==> src/rtl/msi_pkg.sv <==
package msi_pkg;
  typedef enum logic [1:0] {LN_I = 2'd0, LN_S = 2'd1, LN_M = 2'd2} line_st_e;
  typedef enum logic [2:0] {
    BC_NONE = 3'd0, BC_RDMISS = 3'd1, BC_WRMISS = 3'd2, BC_INVAL = 3'd3, BC_WBACK = 3'd4
  } bus_cmd_e;
  typedef enum logic [2:0] {
    CS_IDLE, CS_ARB, CS_WBACK, CS_ISSUE, CS_FILL, CS_INVAL, CS_DONE
  } ctl_st_e;
endpackage

==> src/rtl/msi_line_store.sv <==
module msi_line_store
  import msi_pkg::*;
#(
  parameter int IDX_W  = 2,
  parameter int TAG_W  = 6,
  parameter int DATA_W = 16
) (
  input  logic              clk_i,
  input  logic              rst_ni,
  input  logic [IDX_W-1:0]  a_idx_i,
  output line_st_e          a_st_o,
  output logic [TAG_W-1:0]  a_tag_o,
  output logic [DATA_W-1:0] a_data_o,
  input  logic              a_we_i,
  input  line_st_e          a_st_i,
  input  logic [TAG_W-1:0]  a_tag_i,
  input  logic [DATA_W-1:0] a_data_i,
  input  logic [IDX_W-1:0]  b_idx_i,
  output line_st_e          b_st_o,
  output logic [TAG_W-1:0]  b_tag_o,
  output logic [DATA_W-1:0] b_data_o,
  input  logic              b_we_i,
  input  line_st_e          b_st_i
);
  localparam int LINES = 1 << IDX_W;

  line_st_e          st_arr   [LINES];
  logic [TAG_W-1:0]  tag_arr  [LINES];
  logic [DATA_W-1:0] data_arr [LINES];

  for (genvar g = 0; g < LINES; g++) begin : g_line
    line_st_e          st_q;
    logic [TAG_W-1:0]  tag_q;
    logic [DATA_W-1:0] data_q;
    logic              a_sel, b_sel;

    assign a_sel = a_we_i && (a_idx_i == IDX_W'(g));
    assign b_sel = b_we_i && (b_idx_i == IDX_W'(g));

    // processor-side write wins; the controller never issues both at once
    always_ff @(posedge clk_i or negedge rst_ni) begin
      if (!rst_ni)    st_q <= LN_I;
      else if (a_sel) st_q <= a_st_i;
      else if (b_sel) st_q <= b_st_i;
    end

    always_ff @(posedge clk_i) begin
      if (a_sel) begin
        tag_q  <= a_tag_i;
        data_q <= a_data_i;
      end
    end

    assign st_arr[g]   = st_q;
    assign tag_arr[g]  = tag_q;
    assign data_arr[g] = data_q;
  end

  assign a_st_o   = st_arr[a_idx_i];
  assign a_tag_o  = tag_arr[a_idx_i];
  assign a_data_o = data_arr[a_idx_i];
  assign b_st_o   = st_arr[b_idx_i];
  assign b_tag_o  = tag_arr[b_idx_i];
  assign b_data_o = data_arr[b_idx_i];
endmodule

==> src/rtl/msi_snoop_unit.sv <==
module msi_snoop_unit
  import msi_pkg::*;
#(
  parameter int ADDR_W = 8,
  parameter int DATA_W = 16,
  parameter int IDX_W  = 2
) (
  input  logic                    clk_i,
  input  logic                    rst_ni,
  input  logic                    snp_valid_i,
  input  logic [2:0]              snp_cmd_i,
  input  logic [ADDR_W-1:0]       snp_addr_i,
  input  logic                    own_bus_i,
  input  line_st_e                ln_st_i,
  input  logic [ADDR_W-IDX_W-1:0] ln_tag_i,
  input  logic [DATA_W-1:0]       ln_data_i,
  output logic [IDX_W-1:0]        ln_idx_o,
  output logic                    upd_en_o,
  output line_st_e                upd_st_o,
  output logic                    flush_o,
  output logic [DATA_W-1:0]       flush_data_o
);
  logic hit, flush_d;
  logic [DATA_W-1:0] flush_data_q;
  logic flush_q;

  assign ln_idx_o = snp_addr_i[IDX_W-1:0];
  assign hit = snp_valid_i && !own_bus_i && (ln_st_i != LN_I) &&
               (ln_tag_i == snp_addr_i[ADDR_W-1:IDX_W]);

  always_comb begin
    upd_en_o = 1'b0;
    upd_st_o = ln_st_i;
    flush_d  = 1'b0;
    if (hit) begin
      unique case (snp_cmd_i)
        BC_RDMISS: if (ln_st_i == LN_M) begin
          upd_en_o = 1'b1;
          upd_st_o = LN_S;
          flush_d  = 1'b1;
        end
        BC_WRMISS: begin
          upd_en_o = 1'b1;
          upd_st_o = LN_I;
          flush_d  = (ln_st_i == LN_M);
        end
        BC_INVAL: if (ln_st_i == LN_S) begin
          upd_en_o = 1'b1;
          upd_st_o = LN_I;
        end
        default: ;
      endcase
    end
  end

  always_ff @(posedge clk_i or negedge rst_ni) begin
    if (!rst_ni) flush_q <= 1'b0;
    else         flush_q <= flush_d;
  end

  always_ff @(posedge clk_i) begin
    if (flush_d) flush_data_q <= ln_data_i;
  end

  assign flush_o      = flush_q;
  assign flush_data_o = flush_data_q;
endmodule

==> src/rtl/msi_ctrl_fsm.sv <==
module msi_ctrl_fsm
  import msi_pkg::*;
#(
  parameter int ADDR_W = 8,
  parameter int DATA_W = 16,
  parameter int IDX_W  = 2
) (
  input  logic                    clk_i,
  input  logic                    rst_ni,
  input  logic                    req_valid_i,
  input  logic                    req_we_i,
  input  logic [ADDR_W-1:0]       req_addr_i,
  input  logic [DATA_W-1:0]       req_wdata_i,
  input  logic                    snp_busy_i,
  input  logic                    bus_gnt_i,
  input  logic                    bus_rsp_valid_i,
  input  logic [DATA_W-1:0]       bus_rsp_data_i,
  input  line_st_e                ln_st_i,
  input  logic [ADDR_W-IDX_W-1:0] ln_tag_i,
  input  logic [DATA_W-1:0]       ln_data_i,
  output logic [IDX_W-1:0]        ln_idx_o,
  output logic                    ln_we_o,
  output line_st_e                ln_st_o,
  output logic [ADDR_W-IDX_W-1:0] ln_tag_o,
  output logic [DATA_W-1:0]       ln_data_o,
  output logic                    req_ready_o,
  output logic [DATA_W-1:0]       req_rdata_o,
  output logic                    bus_req_o,
  output bus_cmd_e                bus_cmd_o,
  output logic [ADDR_W-1:0]       bus_addr_o,
  output logic [DATA_W-1:0]       bus_data_o
);
  localparam int TAG_W = ADDR_W - IDX_W;

  ctl_st_e state_q, state_d;
  logic              we_q, lat_en;
  logic [ADDR_W-1:0] addr_q, cur_addr;
  logic [DATA_W-1:0] wdata_q, rdata_q, rdata_d, cur_wdata;
  logic              cur_we, tag_eq;

  assign cur_addr  = (state_q == CS_IDLE) ? req_addr_i  : addr_q;
  assign cur_we    = (state_q == CS_IDLE) ? req_we_i    : we_q;
  assign cur_wdata = (state_q == CS_IDLE) ? req_wdata_i : wdata_q;
  assign ln_idx_o  = cur_addr[IDX_W-1:0];
  assign tag_eq    = (ln_st_i != LN_I) && (ln_tag_i == cur_addr[ADDR_W-1:IDX_W]);

  always_comb begin
    state_d     = state_q;
    lat_en      = 1'b0;
    ln_we_o     = 1'b0;
    ln_st_o     = LN_M;
    ln_tag_o    = cur_addr[ADDR_W-1:IDX_W];
    ln_data_o   = cur_wdata;
    rdata_d     = rdata_q;
    bus_req_o   = 1'b0;
    bus_cmd_o   = BC_NONE;
    bus_addr_o  = addr_q;
    bus_data_o  = ln_data_i;
    req_ready_o = 1'b0;
    unique case (state_q)
      CS_IDLE: if (req_valid_i && !snp_busy_i) begin
        lat_en = 1'b1;
        if (tag_eq && !cur_we) begin
          rdata_d = ln_data_i;
          state_d = CS_DONE;
        end else if (tag_eq && ln_st_i == LN_M) begin
          ln_we_o = 1'b1;
          rdata_d = cur_wdata;
          state_d = CS_DONE;
        end else begin
          state_d = CS_ARB;
        end
      end
      CS_ARB: begin
        bus_req_o = 1'b1;
        // re-examine the line: snoops may have changed it while waiting
        if (bus_gnt_i) begin
          if (tag_eq && !cur_we) begin
            rdata_d = ln_data_i;
            state_d = CS_DONE;
          end else if (tag_eq && ln_st_i == LN_M) begin
            ln_we_o = 1'b1;
            rdata_d = cur_wdata;
            state_d = CS_DONE;
          end else if (tag_eq) begin
            state_d = CS_INVAL;
          end else if (ln_st_i == LN_M) begin
            state_d = CS_WBACK;
          end else begin
            state_d = CS_ISSUE;
          end
        end
      end
      CS_WBACK: begin
        bus_req_o  = 1'b1;
        bus_cmd_o  = BC_WBACK;
        bus_addr_o = {ln_tag_i, addr_q[IDX_W-1:0]};
        state_d    = CS_ISSUE;
      end
      CS_ISSUE: begin
        bus_req_o = 1'b1;
        bus_cmd_o = we_q ? BC_WRMISS : BC_RDMISS;
        state_d   = CS_FILL;
      end
      CS_FILL: begin
        bus_req_o = 1'b1;
        if (bus_rsp_valid_i) begin
          ln_we_o   = 1'b1;
          ln_st_o   = we_q ? LN_M : LN_S;
          ln_data_o = we_q ? wdata_q : bus_rsp_data_i;
          rdata_d   = we_q ? wdata_q : bus_rsp_data_i;
          state_d   = CS_DONE;
        end
      end
      CS_INVAL: begin
        bus_req_o = 1'b1;
        bus_cmd_o = BC_INVAL;
        ln_we_o   = 1'b1;
        rdata_d   = wdata_q;
        state_d   = CS_DONE;
      end
      CS_DONE: begin
        req_ready_o = 1'b1;
        state_d     = CS_IDLE;
      end
      default: state_d = CS_IDLE;
    endcase
  end

  always_ff @(posedge clk_i or negedge rst_ni) begin
    if (!rst_ni) state_q <= CS_IDLE;
    else         state_q <= state_d;
  end

  always_ff @(posedge clk_i) begin
    rdata_q <= rdata_d;
    if (lat_en) begin
      we_q    <= req_we_i;
      addr_q  <= req_addr_i;
      wdata_q <= req_wdata_i;
    end
  end

  assign req_rdata_o = rdata_q;

  logic unused_tag;
  assign unused_tag = ^{TAG_W'(0)};
endmodule

==> src/rtl/msi_cache_ctrl.sv <==
module msi_cache_ctrl
  import msi_pkg::*;
#(
  parameter int ADDR_W = 8,
  parameter int DATA_W = 16,
  parameter int IDX_W  = 2
) (
  input  logic              clk_i,
  input  logic              rst_ni,
  input  logic              req_valid_i,
  input  logic              req_we_i,
  input  logic [ADDR_W-1:0] req_addr_i,
  input  logic [DATA_W-1:0] req_wdata_i,
  output logic              req_ready_o,
  output logic [DATA_W-1:0] req_rdata_o,
  output logic              bus_req_o,
  input  logic              bus_gnt_i,
  output logic [2:0]        bus_cmd_o,
  output logic [ADDR_W-1:0] bus_addr_o,
  output logic [DATA_W-1:0] bus_data_o,
  input  logic              bus_rsp_valid_i,
  input  logic [DATA_W-1:0] bus_rsp_data_i,
  input  logic              snp_valid_i,
  input  logic [2:0]        snp_cmd_i,
  input  logic [ADDR_W-1:0] snp_addr_i,
  output logic              snp_flush_o,
  output logic [DATA_W-1:0] snp_data_o
);
  localparam int TAG_W = ADDR_W - IDX_W;

  logic [IDX_W-1:0]  a_idx, b_idx;
  line_st_e          a_st, b_st, a_wst, b_wst;
  logic [TAG_W-1:0]  a_tag, b_tag, a_wtag;
  logic [DATA_W-1:0] a_data, b_data, a_wdata;
  logic              a_we, b_we;
  bus_cmd_e          cmd;

  msi_line_store #(.IDX_W(IDX_W), .TAG_W(TAG_W), .DATA_W(DATA_W)) i_store (
    .clk_i, .rst_ni,
    .a_idx_i(a_idx), .a_st_o(a_st), .a_tag_o(a_tag), .a_data_o(a_data),
    .a_we_i(a_we), .a_st_i(a_wst), .a_tag_i(a_wtag), .a_data_i(a_wdata),
    .b_idx_i(b_idx), .b_st_o(b_st), .b_tag_o(b_tag), .b_data_o(b_data),
    .b_we_i(b_we), .b_st_i(b_wst)
  );

  msi_snoop_unit #(.ADDR_W(ADDR_W), .DATA_W(DATA_W), .IDX_W(IDX_W)) i_snoop (
    .clk_i, .rst_ni,
    .snp_valid_i, .snp_cmd_i, .snp_addr_i,
    .own_bus_i(bus_gnt_i),
    .ln_st_i(b_st), .ln_tag_i(b_tag), .ln_data_i(b_data),
    .ln_idx_o(b_idx), .upd_en_o(b_we), .upd_st_o(b_wst),
    .flush_o(snp_flush_o), .flush_data_o(snp_data_o)
  );

  msi_ctrl_fsm #(.ADDR_W(ADDR_W), .DATA_W(DATA_W), .IDX_W(IDX_W)) i_fsm (
    .clk_i, .rst_ni,
    .req_valid_i, .req_we_i, .req_addr_i, .req_wdata_i,
    .snp_busy_i(snp_valid_i),
    .bus_gnt_i, .bus_rsp_valid_i, .bus_rsp_data_i,
    .ln_st_i(a_st), .ln_tag_i(a_tag), .ln_data_i(a_data),
    .ln_idx_o(a_idx), .ln_we_o(a_we), .ln_st_o(a_wst), .ln_tag_o(a_wtag),
    .ln_data_o(a_wdata),
    .req_ready_o, .req_rdata_o,
    .bus_req_o, .bus_cmd_o(cmd), .bus_addr_o, .bus_data_o
  );

  assign bus_cmd_o = cmd;
endmodule

==> config.mk <==
export PLATFORM = sky130hd
export DESIGN_NAME = msi_cache_ctrl
export DESIGN_NICKNAME = d
export VERILOG_FILES = /design/src/rtl/msi_pkg.sv /design/src/rtl/msi_line_store.sv /design/src/rtl/msi_snoop_unit.sv /design/src/rtl/msi_ctrl_fsm.sv /design/src/rtl/msi_cache_ctrl.sv
export SDC_FILE = /design/constraint.sdc
export NUM_CORES = 1
export LEC_CHECK = 0
export BUFFER_PORTS_ARGS = -buffer_cell sky130_fd_sc_hd__buf_2
export CAP_MARGIN = 20
export CELL_PAD_IN_SITES_DETAIL_PLACEMENT = 2
export CELL_PAD_IN_SITES_GLOBAL_PLACEMENT = 2
export CORE_MARGIN = 10
export CORE_UTILIZATION = 35
export DETAILED_ROUTE_END_ITERATION = 8
export GPL_TIMING_DRIVEN = 0
export PLACE_DENSITY = 0.72
export SETUP_SLACK_MARGIN = 0.05
export SLEW_MARGIN = 20
export SYNTH_ARGS = -nofsm -noshare
export SYNTH_HDL_FRONTEND = slang
export SYNTH_HIERARCHICAL = 1
export SYNTH_SLANG_ARGS = --single-unit
==> constraint.sdc <==
create_clock -name clk_i -period 14.6 [get_ports clk_i]
set_input_delay 0.73 -clock clk_i [delete_from_list [all_inputs] [get_ports clk_i]]
set_output_delay 0.73 -clock clk_i [all_outputs]
set_load 0.02 [all_outputs]
==> impl_results.md <==
- Area share of the largest cell type after synthesis: 52.7%
- Hold Fails Final Rpt: 0
- Resize count post-CTS: 0
- Gate power share: 45.7%
- Met3 WL: 1450 um
- CP bufs+invs: 7
- DR WL/cell: 26.6 um
- WP data required: between 10000 and 15000 ps
- # H-tree levels: 4
- Syn Area/Cell: 14.0 um^2
- Routability cong.: 0.839
- Gr usage total: 18.5%
- Final min period: 6280 ps
- Clock Path Buffers: 2
- Post-route ant nets: 0
- Worst path max stage delay: 600 ps
- Crit path max fanout: 22
- Nets: around 800
- Cts hold-fix bufs: 0
- Clock power share: 22.4%
- Most frequent cells in the layout: edfxtp_1, buf_2, nand2_1, a21oi_1, mux4_2
- P&R area growth vs syn: 20.5%
- Vias in the first global route: 6667
- Grt ovf: 0
- Slew at the pin with the worst max-slew slack: 1030 ps
- Core Area: ~0.023 mm^2
- Row count: 56
- Critical Path Source Type: flop
- Share of cells above drive strength 1: 33.9%
- Clk sinks: 157
- Die height: 174 um
- First-pass GRT wire length: 42800 um
- Metal-1 WL: 12600 um
- Slowest stage cell, crit path: clkinv_1
- PD cells: around 210 mW/mm^2
- Commonest non-fill, non-tap cell in the layout: edfxtp_1
- Ys async rst share: about 7.6%
- Internal: 1.23 mW
- PortBufs: 117
- I/O pins: 120
- Worst vdd ir: 0.0000918 V
- Top cells by area, synth: edfxtp_1, mux4_2, mux4_1
- Setup Skew: 10.0 ps
- Maxcap violations: 0
- Syn Inst Count: 591
- Worst-path clk slew: 70 ps
- Worst Hold Class: in2async
- Dpl cells: 1029
- Total iterations of the first detailed-routing run: 5
- WL met2: 13900 um
- Critical path type: reg2reg
- P_sw: roughly 850 uW
- # DRC: 0
- Yosys top cell by area: edfxtp_1
- Seq cells post-synth: 157
- Post-Route WL: between 20000 and 30000 um
- Register share of total power: a little under a third
- CP top delay family: buffers and inverters
- Synth Warn #: 6
- Top FF cell, synth: edfxtp_1
- Max Slew Vio Count: 0
- Syn nets: roughly 650
- Cell mode on critical path: buf_2
- Via count: 5972
- Max-Slew Margin vs Limit: roughly 31%
- RSZ-0062 raised after global routing: false
- CTS root buffer: clkbuf_16
- Status: finished, final reports clean
- Tcrit/Tclk final: 43.0%
- Sw Ratio: 41.0%
- Leakage dissipation: 3.67 nW
- Post-Syn Area: 0.00826 mm^2
- Peak Freq: 0.159 GHz
- Top Layer Used: met4
- Die outline width: around 170 um
- Worst-Skew Late Latency: 430 ps
- EDFF count, synth: 145
- Setup tns final: 0 ps
- Initial antenna violation count: 0
- Final cell count without fillers: 1064
- Starting DRT DRC Count: 585
- Hpwl dp: 20300 um
- Netlist cell types: 61
- Die area: 0.0301 mm^2
- Total CTS buffers: 17
- Setup Fix Bufs, Post-CTS: 0
- Crit. End Element: flop
- Vias per Instance: 5.61
- Seq/Total Area, Yosys: between 50% and 60%
- Final setup fails: 0
- CP Data Arrival Time: 6340 ps
- Initial Util: 35.4%
- CTS tree: yes
- Worst path cell trace: buf_2 -> or3_1 -> clkbuf_1 -> clkbuf_1 -> nand2_1 -> nand2_1 -> buf_2 -> buf_2 -> mux4_1 -> nor3b_1 -> nor4_1 -> and4_1 -> buf_2 -> nand3b_1 -> o21ai_1 -> or3b_1 -> clkinv_1
- Worst Hold Slack: 195 ps
- Largest net degree at the start of global routing: 23
-- through the flow --
stage          setup WS (ps)  utilization, %  instance area (um^2)  power [mW]
5_1_grt                 7840            42.6                  9940        2.19
3_3_place_gp            8510            39.6                  9240        1.54
4_1_cts                 7970            42.4                  9900        2.08
3_5_place_dp            8230            39.8                  9290        1.60
6_report                8320            42.6                  9950        2.08
2_1_floorplan           9990               -                  8260        1.27
-- cell families after synthesis --
group	count (synthesis)	synth area share, %
flip-flops	157	56.4
AND/OR/NAND/NOR	150	10.1
AO/OA/AOI/OAI	122	9.43
multiplexers	81	17.7
buffers and inverters	74	5.56
XOR/XNOR	7	0.743
-- synthesized netlist by cell type (all sizes together) (12+ instances only) --
cell and instances:
mux2i 26, edfxtp 145, a211oi 12, nand2 37, inv 12, nand4 14, clkbuf 20, nor2b 13
nor2 29, mux4 48, a21oi 37, buf 42, dfrtp 12, o21ai 25, nand3 13, a22oi 13
-- final cells by class --
type | instances | area [um^2]
antenna | 1 | 2.50
buffer | 62 | 414
clock buffer | 17 | 425
clock inverter | 15 | 190
fill | 2338 | 13400
inverter | 12 | 45.0
multi-input combinational | 360 | 3150
sequential | 157 | 4650
tap | 319 | 399
timing repair buffer | 121 | 663
-- flip-flops by register name, indices dropped and copies added (netlist names) --
name and count:
i_store/g_line.tag_q 24, i_store/g_line.data_q 64, i_fsm/addr_q 8, i_fsm/wdata_q 16, i_fsm/state_q 3, i_fsm/req_rdata_o 16
i_fsm/we_q 1, i_snoop/flush_o 1, i_snoop/flush_data_o 16, i_store/g_line.st_q 8
-- worst register-to-register path, cell delays in order, from the launching register on --
cell,delay (ps)
dfrtp_1,330
buf_2,230
or3_1,140
clkbuf_1,370
clkbuf_1,580
nand2_1,120
nand2_1,150
buf_2,280
buf_2,390
mux4_1,480
nor3b_1,200
nor4_1,420
and4_1,280
buf_2,210
nand3b_1,180
o21ai_1,390
or3b_1,530
clkinv_1,610
-- path summary, 6_finish.rpt --
| path | slack, ps | startpoint | end | depth (start not counted) |
|---|---|---|---|---|
| min in group clk_i | 490 | req_addr_i[0] | i_fsm/addr_q[0] | 1 |
| max in group asynchronous | 14140 | rst_ni | i_fsm/state_q[2] | 1 |
| hold / removal | 200 | rst_ni | i_snoop/flush_o | 1 |
| setup / recovery | 8320 | i_fsm/state_q[0] | i_store/g_line[0].data_q[6] | 17 |
| setup reg to reg | 8320 | i_fsm/state_q[0] | i_store/g_line[0].data_q[6] | 17 |
| hold reg to reg | 640 | i_fsm/wdata_q[8] | i_fsm/req_rdata_o[8] | 2 |
-- layer usage --
layer	track usage, %	vias to the layer above
met5	0	-
met4	4.49	0
met3	3.51	25
met2	30.8	199
met1	24.5	3138
li1	-	2610
-- power groups by stage --
stage,registers [mW],clock network (mW),logic (mW)
6_report,0.662,0.467,0.951
5_1_grt,0.670,0.494,1.02
4_1_cts,0.662,0.476,0.947
3_5_place_dp,0.669,0,0.927
3_3_place_gp,0.660,0,0.885
2_1_floorplan,0.674,0,0.591
Power figures use the tool's default switching activity.
